$ cat config.mk
export PLATFORM = sky130hd
export DESIGN_NAME = acc_cpu
export DESIGN_NICKNAME = d
export VERILOG_FILES = /design/src/rtl/acc_cpu_pkg.sv /design/src/rtl/acc_cpu_mem.sv /design/src/rtl/acc_cpu_fsm.sv /design/src/rtl/acc_cpu_dp.sv /design/src/rtl/acc_cpu.sv
export SDC_FILE = /design/constraint.sdc
export NUM_CORES = 2
export LEC_CHECK = 0
export BUFFER_PORTS_ARGS = -buffer_cell sky130_fd_sc_hd__buf_2
export CORE_ASPECT_RATIO = 1.5
export CORE_MARGIN = 8
export CORE_UTILIZATION = 40
export DETAILED_ROUTE_END_ITERATION = 7
export HOLD_SLACK_MARGIN = 0.08
export PLACE_DENSITY_LB_ADDON = 0.05
export SLEW_MARGIN = 20
export SYNTH_ARGS = -nofsm -noshare
export SYNTH_HDL_FRONTEND = slang
export SYNTH_SLANG_ARGS = --single-unit
export TNS_END_PERCENT = 20
$ cat constraint.sdc
create_clock -name clk -period 19.9 [get_ports clk]
set_input_delay 1.99 -clock clk [delete_from_list [all_inputs] [get_ports clk]]
set_output_delay 1.99 -clock clk [all_outputs]
set_load 0.03 [all_outputs]
$ cat src/rtl/acc_cpu_pkg.sv
package acc_cpu_pkg;

    localparam int OP_W   = 3;
    localparam int FLAG_W = 3;

    localparam logic [OP_W-1:0] OPC_ADD = 3'd0;
    localparam logic [OP_W-1:0] OPC_STC = 3'd1;
    localparam logic [OP_W-1:0] OPC_ISZ = 3'd2;
    localparam logic [OP_W-1:0] OPC_JMP = 3'd3;
    localparam logic [OP_W-1:0] OPC_MIC = 3'd7;

    localparam int FLG_INC = 0;
    localparam int FLG_SKZ = 1;
    localparam int FLG_SWP = 2;

    typedef enum logic [2:0] {
        ST_IDLE,
        ST_FETCH,
        ST_LATCH,
        ST_OPND,
        ST_EXEC,
        ST_HALT
    } cpu_state_t;

endpackage

$ cat src/rtl/acc_cpu_mem.sv
module acc_cpu_mem #(
    parameter int ADDR_W = 8,
    parameter int WORD_W = 14
) (
    input  logic              clk,
    input  logic              we,
    input  logic [ADDR_W-1:0] addr,
    input  logic [WORD_W-1:0] wdata,
    output logic [WORD_W-1:0] rdata
);
    localparam int DEPTH = 1 << ADDR_W;

    logic [WORD_W-1:0] store [DEPTH];

    always_ff @(posedge clk) begin
        if (we) begin
            store[addr] <= wdata;
        end
        rdata <= store[addr];
    end

endmodule

$ cat src/rtl/acc_cpu_fsm.sv
module acc_cpu_fsm
    import acc_cpu_pkg::*;
(
    input  logic       clk,
    input  logic       rst_n,
    input  logic       start,
    input  logic       self_jump,
    output cpu_state_t state,
    output logic       latch_ir,
    output logic       exec_en,
    output logic       idle,
    output logic       halted
);
    cpu_state_t state_n;

    always_ff @(posedge clk or negedge rst_n) begin
        if (!rst_n) begin
            state <= ST_IDLE;
        end else begin
            state <= state_n;
        end
    end

    always_comb begin
        state_n = state;
        unique case (state)
            ST_IDLE:  state_n = start ? ST_FETCH : ST_IDLE;
            ST_FETCH: state_n = ST_LATCH;
            ST_LATCH: state_n = ST_OPND;
            ST_OPND:  state_n = ST_EXEC;
            ST_EXEC:  state_n = self_jump ? ST_HALT : ST_FETCH;
            ST_HALT:  state_n = ST_HALT;
            default:  state_n = ST_IDLE;
        endcase
    end

    always_comb begin
        latch_ir = 1'b0;
        exec_en  = 1'b0;
        idle     = 1'b0;
        halted   = 1'b0;
        unique case (state)
            ST_IDLE:  idle     = 1'b1;
            ST_LATCH: latch_ir = 1'b1;
            ST_EXEC:  exec_en  = 1'b1;
            ST_HALT:  halted   = 1'b1;
            default:  ;
        endcase
    end

    // the halt state is never left without reset
    p_halt_sticky_r6: assert property (@(posedge clk) disable iff (!rst_n)
        (state == ST_HALT) |=> (state == ST_HALT));

    // the fetch is followed by the instruction latch
    p_fetch_order_r11: assert property (@(posedge clk) disable iff (!rst_n)
        (state == ST_FETCH) |=> (state == ST_LATCH));

    // execution ends in a new fetch or in halt
    p_exec_exit_r11: assert property (@(posedge clk) disable iff (!rst_n)
        (state == ST_EXEC) |=> (state == ST_FETCH || state == ST_HALT));

endmodule

$ cat src/rtl/acc_cpu_dp.sv
module acc_cpu_dp
    import acc_cpu_pkg::*;
#(
    parameter int ADDR_W = 8,
    parameter int DATA_W = 8
) (
    input  logic                             clk,
    input  logic                             rst_n,
    input  logic                             latch_ir,
    input  logic                             exec_en,
    input  logic [OP_W+ADDR_W+FLAG_W-1:0]    rdata,
    output logic [ADDR_W-1:0]                pc,
    output logic [DATA_W-1:0]                ac,
    output logic [DATA_W-1:0]                ax,
    output logic [ADDR_W-1:0]                opnd_addr,
    output logic                             self_jump,
    output logic                             wr_en,
    output logic [OP_W+ADDR_W+FLAG_W-1:0]    wr_data
);
    localparam int INSN_W = OP_W + ADDR_W + FLAG_W;

    logic [INSN_W-1:0] ir;
    logic [OP_W-1:0]   op;
    logic [FLAG_W-1:0] fl;
    logic [DATA_W-1:0] operand;
    logic [DATA_W-1:0] bump;
    logic [DATA_W-1:0] tmp;
    logic              skip;
    logic              wr_req;
    logic [ADDR_W-1:0] pc_n;
    logic [DATA_W-1:0] ac_n;
    logic [DATA_W-1:0] ax_n;

    assign op        = ir[INSN_W-1 -: OP_W];
    assign opnd_addr = ir[FLAG_W +: ADDR_W];
    assign fl        = ir[FLAG_W-1:0];
    assign operand   = rdata[DATA_W-1:0];
    assign bump      = operand + DATA_W'(1);
    assign self_jump = exec_en && (op == OPC_JMP) && (opnd_addr == pc);
    assign wr_en     = exec_en && wr_req;

    always_comb begin
        ac_n    = ac;
        ax_n    = ax;
        tmp     = ac;
        skip    = 1'b0;
        wr_req  = 1'b0;
        wr_data = '0;
        case (op)
            OPC_ADD: ac_n = ac + operand;
            OPC_STC: begin
                wr_req  = 1'b1;
                wr_data = INSN_W'(ac);
                ac_n    = '0;
            end
            OPC_ISZ: begin
                wr_req  = 1'b1;
                wr_data = INSN_W'(bump);
                skip    = (bump == '0);
            end
            OPC_MIC: begin
                tmp  = ac + DATA_W'(fl[FLG_INC]);
                skip = fl[FLG_SKZ] && (tmp == '0);
                if (fl[FLG_SWP]) begin
                    ac_n = ax;
                    ax_n = tmp;
                end else begin
                    ac_n = tmp;
                end
            end
            default: ;
        endcase
        if (op == OPC_JMP) begin
            pc_n = opnd_addr;
        end else begin
            pc_n = pc + ADDR_W'(1) + ADDR_W'(skip);
        end
    end

    always_ff @(posedge clk or negedge rst_n) begin
        if (!rst_n) begin
            ir <= '0;
            pc <= '0;
            ac <= '0;
            ax <= '0;
        end else begin
            if (latch_ir) begin
                ir <= rdata;
            end
            if (exec_en) begin
                pc <= pc_n;
                ac <= ac_n;
                ax <= ax_n;
            end
        end
    end

    // the accumulator reads zero right after a store
    p_store_clears_r4: assert property (@(posedge clk) disable iff (!rst_n)
        (exec_en && op == OPC_STC) |=> (ac == '0));

    // incrementing an all-ones word steps PC by two
    p_skip_zero_r5: assert property (@(posedge clk) disable iff (!rst_n)
        (exec_en && op == OPC_ISZ && (&operand)) |=> (pc == $past(pc) + ADDR_W'(2)));

    // the exchange moves the post-increment accumulator into AX
    p_swap_value_r9: assert property (@(posedge clk) disable iff (!rst_n)
        (exec_en && op == OPC_MIC && fl[FLG_SWP]) |=>
        (ax == $past(ac) + DATA_W'($past(fl[FLG_INC])) && ac == $past(ax)));

    // unassigned opcodes keep both data registers
    p_nop_keeps_r10: assert property (@(posedge clk) disable iff (!rst_n)
        (exec_en && (op == 3'd4 || op == 3'd5 || op == 3'd6)) |=>
        (ac == $past(ac) && ax == $past(ax) && pc == $past(pc) + ADDR_W'(1)));

endmodule

$ cat src/rtl/acc_cpu.sv
module acc_cpu
    import acc_cpu_pkg::*;
#(
    parameter int ADDR_W = 8,
    parameter int DATA_W = 8,
    localparam int INSN_W = OP_W + ADDR_W + FLAG_W
) (
    input  logic              clk,
    input  logic              rst_n,
    input  logic              start,
    input  logic              load_en,
    input  logic [ADDR_W-1:0] load_addr,
    input  logic [INSN_W-1:0] load_word,
    output logic              halted,
    output logic [ADDR_W-1:0] pc_o,
    output logic [DATA_W-1:0] ac_o,
    output logic [DATA_W-1:0] ax_o
);
    cpu_state_t        state;
    logic              latch_ir;
    logic              exec_en;
    logic              idle;
    logic              self_jump;
    logic [ADDR_W-1:0] opnd_addr;
    logic              dp_we;
    logic [INSN_W-1:0] dp_wdata;
    logic              mem_we;
    logic [ADDR_W-1:0] mem_addr;
    logic [INSN_W-1:0] mem_wdata;
    logic [INSN_W-1:0] mem_rdata;

    acc_cpu_fsm u_fsm (
        .clk      (clk),
        .rst_n    (rst_n),
        .start    (start),
        .self_jump(self_jump),
        .state    (state),
        .latch_ir (latch_ir),
        .exec_en  (exec_en),
        .idle     (idle),
        .halted   (halted)
    );

    acc_cpu_dp #(
        .ADDR_W(ADDR_W),
        .DATA_W(DATA_W)
    ) u_dp (
        .clk      (clk),
        .rst_n    (rst_n),
        .latch_ir (latch_ir),
        .exec_en  (exec_en),
        .rdata    (mem_rdata),
        .pc       (pc_o),
        .ac       (ac_o),
        .ax       (ax_o),
        .opnd_addr(opnd_addr),
        .self_jump(self_jump),
        .wr_en    (dp_we),
        .wr_data  (dp_wdata)
    );

    always_comb begin
        case (state)
            ST_FETCH:         mem_addr = pc_o;
            ST_OPND, ST_EXEC: mem_addr = opnd_addr;
            default:          mem_addr = load_addr;
        endcase
    end

    assign mem_we    = dp_we || (idle && load_en);
    assign mem_wdata = dp_we ? dp_wdata : load_word;

    acc_cpu_mem #(
        .ADDR_W(ADDR_W),
        .WORD_W(INSN_W)
    ) u_mem (
        .clk  (clk),
        .we   (mem_we),
        .addr (mem_addr),
        .wdata(mem_wdata),
        .rdata(mem_rdata)
    );

    // outside idle, only the executing instruction writes memory
    p_load_idle_only_r2: assert property (@(posedge clk) disable iff (!rst_n)
        (mem_we && !idle) |-> dp_we);

    // PC stays put once halted
    p_pc_frozen_r6: assert property (@(posedge clk) disable iff (!rst_n)
        halted |=> $stable(pc_o));

endmodule

Yosys cells after proc, flatten, opt, wreduce, memory -nomap -nowiden
Memories as Yosys holds them, arrays and structs flattened. A register that Yosys moved wholly into a read port is not among the register bits.
Cells that the tools add are included.
- register bits after elaboration: 41
- bits in latches: 0
- bits in writable memories: 3584
- memory bits (read-only): 0
- output and inout port bits: 25
- word-level logic and storage cells: 53
- memories: 1
- $add $sub $neg: 5
- multipliers: 0
- divide/modulo/power cells: 0
- magnitude comparators: 0
- equality and inequality tests: 10
- shift-type cells: 0
- multiplexer cells: 17
- bitwise operators: 0
- reductions and logical operators: 15
- memories (memory ; words ; bits a word ; read ports ; clocked after Yosys merged registers in ; wr ports ; RTL line ; source):
    u_mem.store ; 256 ; 14 ; 1 ; 1 ; 1 ; acc_cpu_mem.sv:13 ; logic [WORD_W-1:0] store [DEPTH];
- operators with widths (cell ; number):
    8-bit case mux with 2 select lines ; 2
    8-bit case mux with 3 select lines ; 1
    3-bit case mux with 6 select lines ; 1
    8-bit by 1-bit adder with 8-bit output ; 2
    8-bit by 1-bit adder with 8-bit output, second input constant ; 2
    8-bit zero test ; 2
    8-bit two-way mux ; 2
    14-bit two-way mux ; 1
    3-bit by 2-bit == test with 1-bit output, second input constant ; 4
    3-bit == test, second input constant ; 3
    8-bit adder ; 1
    8-bit == test ; 1
    1-bit two-way mux ; 8
    3-bit by 1-bit == test with 1-bit output, second input constant ; 2
    3-bit zero test ; 2
    1-bit logical AND ; 5
    2-bit OR reduction ; 2
    3-bit two-way mux ; 1
    3-bit AND reduction ; 1
    3-bit nonzero test ; 1
    1-bit case mux with 2 select lines ; 1
    2-bit AND reduction ; 1
    1-bit logical OR ; 1

Logic depth before layout (Yosys ltp)
- depth after elaboration: 7
- gate-level depth with buffers: 17

Modules after synthesis
From an unflattened synthesis, not the netlist that was laid out.
- cells, all modules: 6340
- area total of the unflattened synthesis: 139665.2 um^2
- modules (own cells, without submodules) (module ; times used ; cells each ; area each (um^2) ; sequential area each (um^2)):
    acc_cpu_mem ; 1 ; 5931 ; 136046.7 ; 107903.5
    acc_cpu_dp ; 1 ; 324 ; 2831.5 ; 950.9
    acc_cpu ; 1 ; 67 ; 613.1 ; 0.0
    acc_cpu_fsm ; 1 ; 18 ; 173.9 ; 75.1

Worst setup path before layout
No wires, ideal clock.
- path type: register to register
- start point: register u_fsm.state[1]
- end point: memory u_mem.store[0][2], data pin
- data arrival time: 11390 ps
- slack: 6322 ps
- stages on the path, launching flop included: 8
- buffers on the path: 3
- period minus slack after synthesis: 13578 ps
- path through: dfrtp_1 buf_2 buf_1 inv_1 nand2_1 or2_2 clkbuf_1 o21ai_0
- cells in the longest elaborated chain, start to end: 4
- ends and longest elaborated chain (element ; RTL line ; source):
    start, declared ; acc_cpu_fsm.sv:8 ; output cpu_state_t state,
    start signal, assigned ; acc_cpu_fsm.sv:20 ; state <= state_n;
    3-bit == test ; acc_cpu_fsm.sv:42 ; unique case (state)
    1-bit two-way mux ; acc_cpu_fsm.sv:42 ;
    1-bit logical AND ; acc_cpu_dp.sv:40 ; assign wr_en = exec_en && wr_req;
    14-bit two-way mux ; acc_cpu.sv:71 ; assign mem_wdata = dp_we ? dp_wdata : load_word;
    named net mem_wdata[2] ; acc_cpu.sv:29 ; logic [INSN_W-1:0] mem_wdata;
    end, declared ; acc_cpu_mem.sv:13 ;
The timed path passes the listed nets, and every way through them passes these cells.

Worst setup path in the final report
- start point: input port load_addr[1]
- end point: register u_mem.rdata[6], read port of u_mem.store
- cells in the longest elaborated chain, start to end: 1
- ends and longest elaborated chain (element ; RTL line ; source):
    start, declared ; acc_cpu.sv:12 ; input logic [ADDR_W-1:0] load_addr,
    8-bit case mux with 2 select lines ; acc_cpu.sv:63 ; case (state)
    end, declared ; acc_cpu_mem.sv:9 ; output logic [WORD_W-1:0] rdata
Every way passes these cells.
A chain may end at the register's enable or synchronous reset.

==> results.md <==
- The flow ran to the end, and the final reports show no timing, DRC or antenna violations.
- Among cell families on the critical path, the largest total delay comes from compound AO/OA/AOI/OAI gates.
- The number of vias after detailed routing is slightly above 90k.
- The longest clock path from root to sink contains 4 buffers.
- The core region is about 0.36 sq mm.
- Summing all placed instances gives a cell area of 0.153 sq mm.
- Summed over all cells, the static leakage comes to 54.2 nW.
- The biggest cell delay along the critical path is 1.02 ns.
- The routability congestion estimate is around 0.8.
- After technology mapping, the gate count stands at around 11k.
- The pin count of the biggest net entering global routing is around 180.
- The buffering stage count on the worst path with inverters included is 4.
- In this run, synthesis inferred about 3.6k flip-flops with an integrated enable.
- After routing, the total negative slack on setup checks comes to 0 ns.
- Dividing the detail-routed wire length by the instance count gives 31.5 um.
- Summed over all layers, the routed wires come to a little under 500000 um.
- The signal arrival time at the worst endpoint is approximately 7.7 ns.
- The master cell of the clock root buffer is clkbuf_16.
- The endpoint of the lowest-slack register-to-register path is u_mem.rdata[8].
- Across every metal layer, demand over resource in global routing totals between 20% and 30%.
- Of the total synthesized cell area, the portion taken by XOR and XNOR cells is less than 1%.
- The worst-case IR drop observed on VDD is ~0.20 mV.
- Along the worst path, the maximum fanout reaches about 130.
- The register clock-pin slew on the reported worst setup and hold paths is roughly 0.060 ns.
- The top achievable clock speed is between 100 and 150 MHz.
- The detailed-routing iteration count for the pre-antenna-repair pass is 6.
- The ratio of total power to cell area is between 150 and 200 mW/mm^2.
- The kind of launch point of the worst setup path is a primary input.
- The detailed router's first-iteration violation count is roughly 9k.
- The library cell appearing most often on the critical path is buf_12.
- The clock network burns 24.7% of the power.
- After synthesis the netlist holds a flip-flop and latch count of 3639.
- Counting flops with an async set or reset pin after synthesis yields a share of between 1 and 1.5%.
- Across all register-to-register paths, the minimum setup slack is between 10 and 15 ns.
- The cell count after placement is 15.0k.
- Summing the areas of all compound-gate instances in the mapped netlist gives under 10% of the synthesized area.
- The final cell count without fillers is between 15k and 20k.
- In this run, CTS created clock tree buffers numbering about 360.
- Counting distinct cell types in the post-synthesis netlist gives 74.
- The worst setup path is of the primary input to flip-flop kind.
- The critical register-to-register path startpoint is u_fsm.state[1].
- The final worst clock skew is between 0.05 and 0.06 ns.
- The final cycle utilization of the critical path is 34.9%.
- For this run, design rule violations remaining after detail routing come to 0.
- Counting instances, the worst hold path has a depth of 2.
- Of the cells placed in the final design, the portion with a size suffix greater than 1 is roughly 11%.
- The routed design could run at a clock period as short as approximately 6.9 ns.
- Of the total power, the share spent switching nets is between 40 and 50%.
- The sequential-to-total area share from yosys stat is 74.8%.
- In the final design database the tool counted 10.6k nets.
- After clock tree synthesis, the flow added hold-fix buffers numbering 0.
- Total power for the finished layout comes to between 20 and 30 mW.
- The detailed placement HPWL is 286000 um.
- The effective utilization at floorplan is ~40%.
- In this run the vertical extent of the chip is around 760 um.
- The layout-stage area growth over the synthesis result is 12.9%.
- For this run, the leading register cell type out of synthesis is edfxtp_1.
- The clock net in this run drives a total of about 3.6k sinks.
- The tightest slew margin relative to the limit is between 15 and 20%.
- The start point of the worst hold path is u_dp.ax[2].
- The total congestion overflow after global routing is 0.
- The class of the tightest hold or removal check is flip-flop to flip-flop.
- The initial antenna violation count is 13.
- In this run the remaining antenna-violating nets after routing total 0.
- The wire length of the first global-routing pass is between 600000 and 700000 um.
- The simple-gate share of the synthesized area is between 10 and 15%.
- The power share of the sequential group is around a third.
- The via count of the first global-routing pass is 89.8k.
- Summed over all nets, the switching power comes to between 10 and 15 mW.
- For the pin with the worst max-slew slack, the measured transition is between 1 and 1.5 ns.
- The boundary pin count is 51.
- TritonCTS built the clock tree.
- Internal power comes to about 16 mW.
- In the routed layout, each cell is associated on average with a via count of about 5.9.
- Max-cap violations in this run came to 0.
- For the worst flop-to-flop path, the logic depth is 15.
- Measured along the x axis, the die boundary spans about 500 um.
- The data required time at the worst endpoint is around 21 ns.
- The number of stages on the worst setup path is 12.
- The number of warnings reported in the yosys synthesis log is 0.
- The H-tree depth is 5.
- Traced cell by cell, the critical path runs through buf_2 > a222oi_1 > buf_12 > nand2_8 > buf_12 > buf_12 > a211oi_1 > a311oi_1 > a31oi_1 > o221ai_1 > nor3_1 > nand4_1.
- The floorplan step defined a die boundary enclosing a little under 0.4 sq mm.
- Summing every instance area after synthesis gives 0.146 sq mm.
- The critical path startpoint is load_addr[1].
- The mean cell area of the mapped netlist is 13.8 sq um.
- The post-route cell area is ~0.16 sq mm.
- The combinational share of power is a little over two fifths.
- The portion of synthesized area spent on multiplexers is ~1.4%.
- The final number of setup-violating endpoints is 0.
- Of the total synthesized cell area, the portion taken by full adders, half adders and majority gates is 0.125%.
- The initialized floorplan defines roughly 270 standard-cell rows.
- Among all stages on the critical path, the largest delay is contributed by nor3_1.
- After synthesis, the largest family of logic cells by area is simple AND/OR/NAND/NOR gates.
- For the worst-skew pair, the clock arrives at the later sink with an insertion delay of 0.94 ns.
- The endpoint of the worst setup timing path is u_mem.rdata[6].
- Setup repair after global routing left no endpoint under its margin.
- The final number of max-transition violations is 0.
- The number of endpoints with negative hold slack in the final report was 0.
- Synthesis produced a netlist with a net count of between 10k and 15k.
- STA classifies the critical path endpoint as a flip-flop.
- The number of instances resized during post-cts repair is 0.
- Buffers placed on the I/O ports in this run total 50.
- After clock tree synthesis, the setup repair step added 0 buffers.
cell usage in the layout, fill, tap and decap left out, types with 82 or more instances in the layout:
cell,count
edfxtp_1,3584
nand2_1,2178
nand3_1,766
a211oi_1,680
and3_1,564
buf_4,391
clkbuf_16,372
a31oi_1,349
nor2_1,204
mux2i_1,183
a311oi_1,153
o21ai_0,144
a21oi_1,141
nor2_2,106
o22ai_1,94
clkinv_1,82
cell usage after synthesis, types with 6 or more instances:
cell,count,area [sq um]
edfxtp_1,3584,108000
nand2_1,2200,8260
nand3_1,769,3850
a211oi_1,680,5100
and3_1,564,3530
clkbuf_1,520,1950
a31oi_1,349,2180
nor2_1,324,1220
mux2i_1,183,1830
buf_2,179,896
a311oi_1,153,1340
o21ai_0,153,766
a21oi_1,142,711
buf_1,121,454
o22ai_1,94,588
nand4_1,65,407
a2111oi_0,62,543
nor4_1,50,313
dfrtp_1,41,1030
o221ai_1,31,272
nor3_1,26,130
a41oi_1,25,219
a22oi_1,21,158
mux2_2,17,191
a32oi_1,16,140
o21bai_1,16,120
xor2_1,15,131
dfxtp_1,14,280
o32ai_1,14,123
and2_1,13,81.3
ha_1,13,163
nand3b_1,12,90.1
xnor2_1,12,105
inv_1,11,41.3
a21boi_0,9,67.6
buf_4,9,67.6
o211ai_1,8,60.1
nor2b_1,6,37.5
nor3b_1,6,45.0
worst min-delay path: stages (launching register included):
cell and delay [ns]:
dfrtp_1 0.36, nand2_1 0.05, o21ai_0 0.06
kinds of logic (layout without fill, tap and decap cells):
family                     after synthesis  after routing
xor gates and xnor gates                27             27
other                                    0              7
DFF                                   3639           3639
AOI/OAI and AO/OA                     1814           1814
muxes                                  200            200
adders and majority gates               14             14
buffers and inverters                  842           1130
and+or+nand+nor                       4057           4057
power by group through the flow:
stage	combinational [mW]	sequential [mW]	clock, mW
after floorplan	6.90	9.10	0
after global placement	11.9	9.00	0
after detailed placement	12.0	9.00	0
after CTS	12.0	8.84	6.96
after global routing	12.7	8.85	7.23
final	12.0	8.84	6.84
layout make-up:
class	instances	area, sq um
tap	4777	5980
inverter	11	41.3
timing repair buffer	469	3730
clock inverter	206	1900
antenna	7	17.5
multi-input combinational	6112	34400
sequential	3639	109000
fill	32269	198000
clock buffer	444	9610
flip-flops by register name, summed over array words and instances, names as in the netlist:
name         cells
u_dp.ir         14
u_fsm.state      3
u_dp.ax          8
u_mem.store   3584
u_dp.ac          8
u_mem.rdata     14
u_dp.pc          8
per-stage QoR:
step	util (%)	hold WS, ns	setup WS [ns]
floorplan	-	0.439	6.32
global route	45.4	0.553	12.60
global placement	42.1	0.490	11.11
finish	45.4	0.507	12.96
CTS	45.3	0.514	12.91
detailed placement	42.2	0.498	12.03
per-layer routing:
metal / part of all wire (%) / GRT usage (%) / vias up
met4: 4.2 / 9.06 / 2
met2: 49 / 42.3 / 3041
met1: 41 / 32.6 / 47938
li1: - / - / 40600
met3: 5.4 / 3.11 / 681
met5: 0.0037 / 0 / -
worst min-delay path by stage:
stage	endpoint	slack, ns
after global routing	u_dp.ax[2]	0.55
after detailed placement	u_dp.ax[2]	0.50
after CTS	u_dp.ax[2]	0.51
after floorplan	u_dp.ir[13]	0.44
final	u_dp.ax[2]	0.51
after global placement	u_dp.ax[7]	0.49
Note: power is estimated with default switching activity, not from simulation.
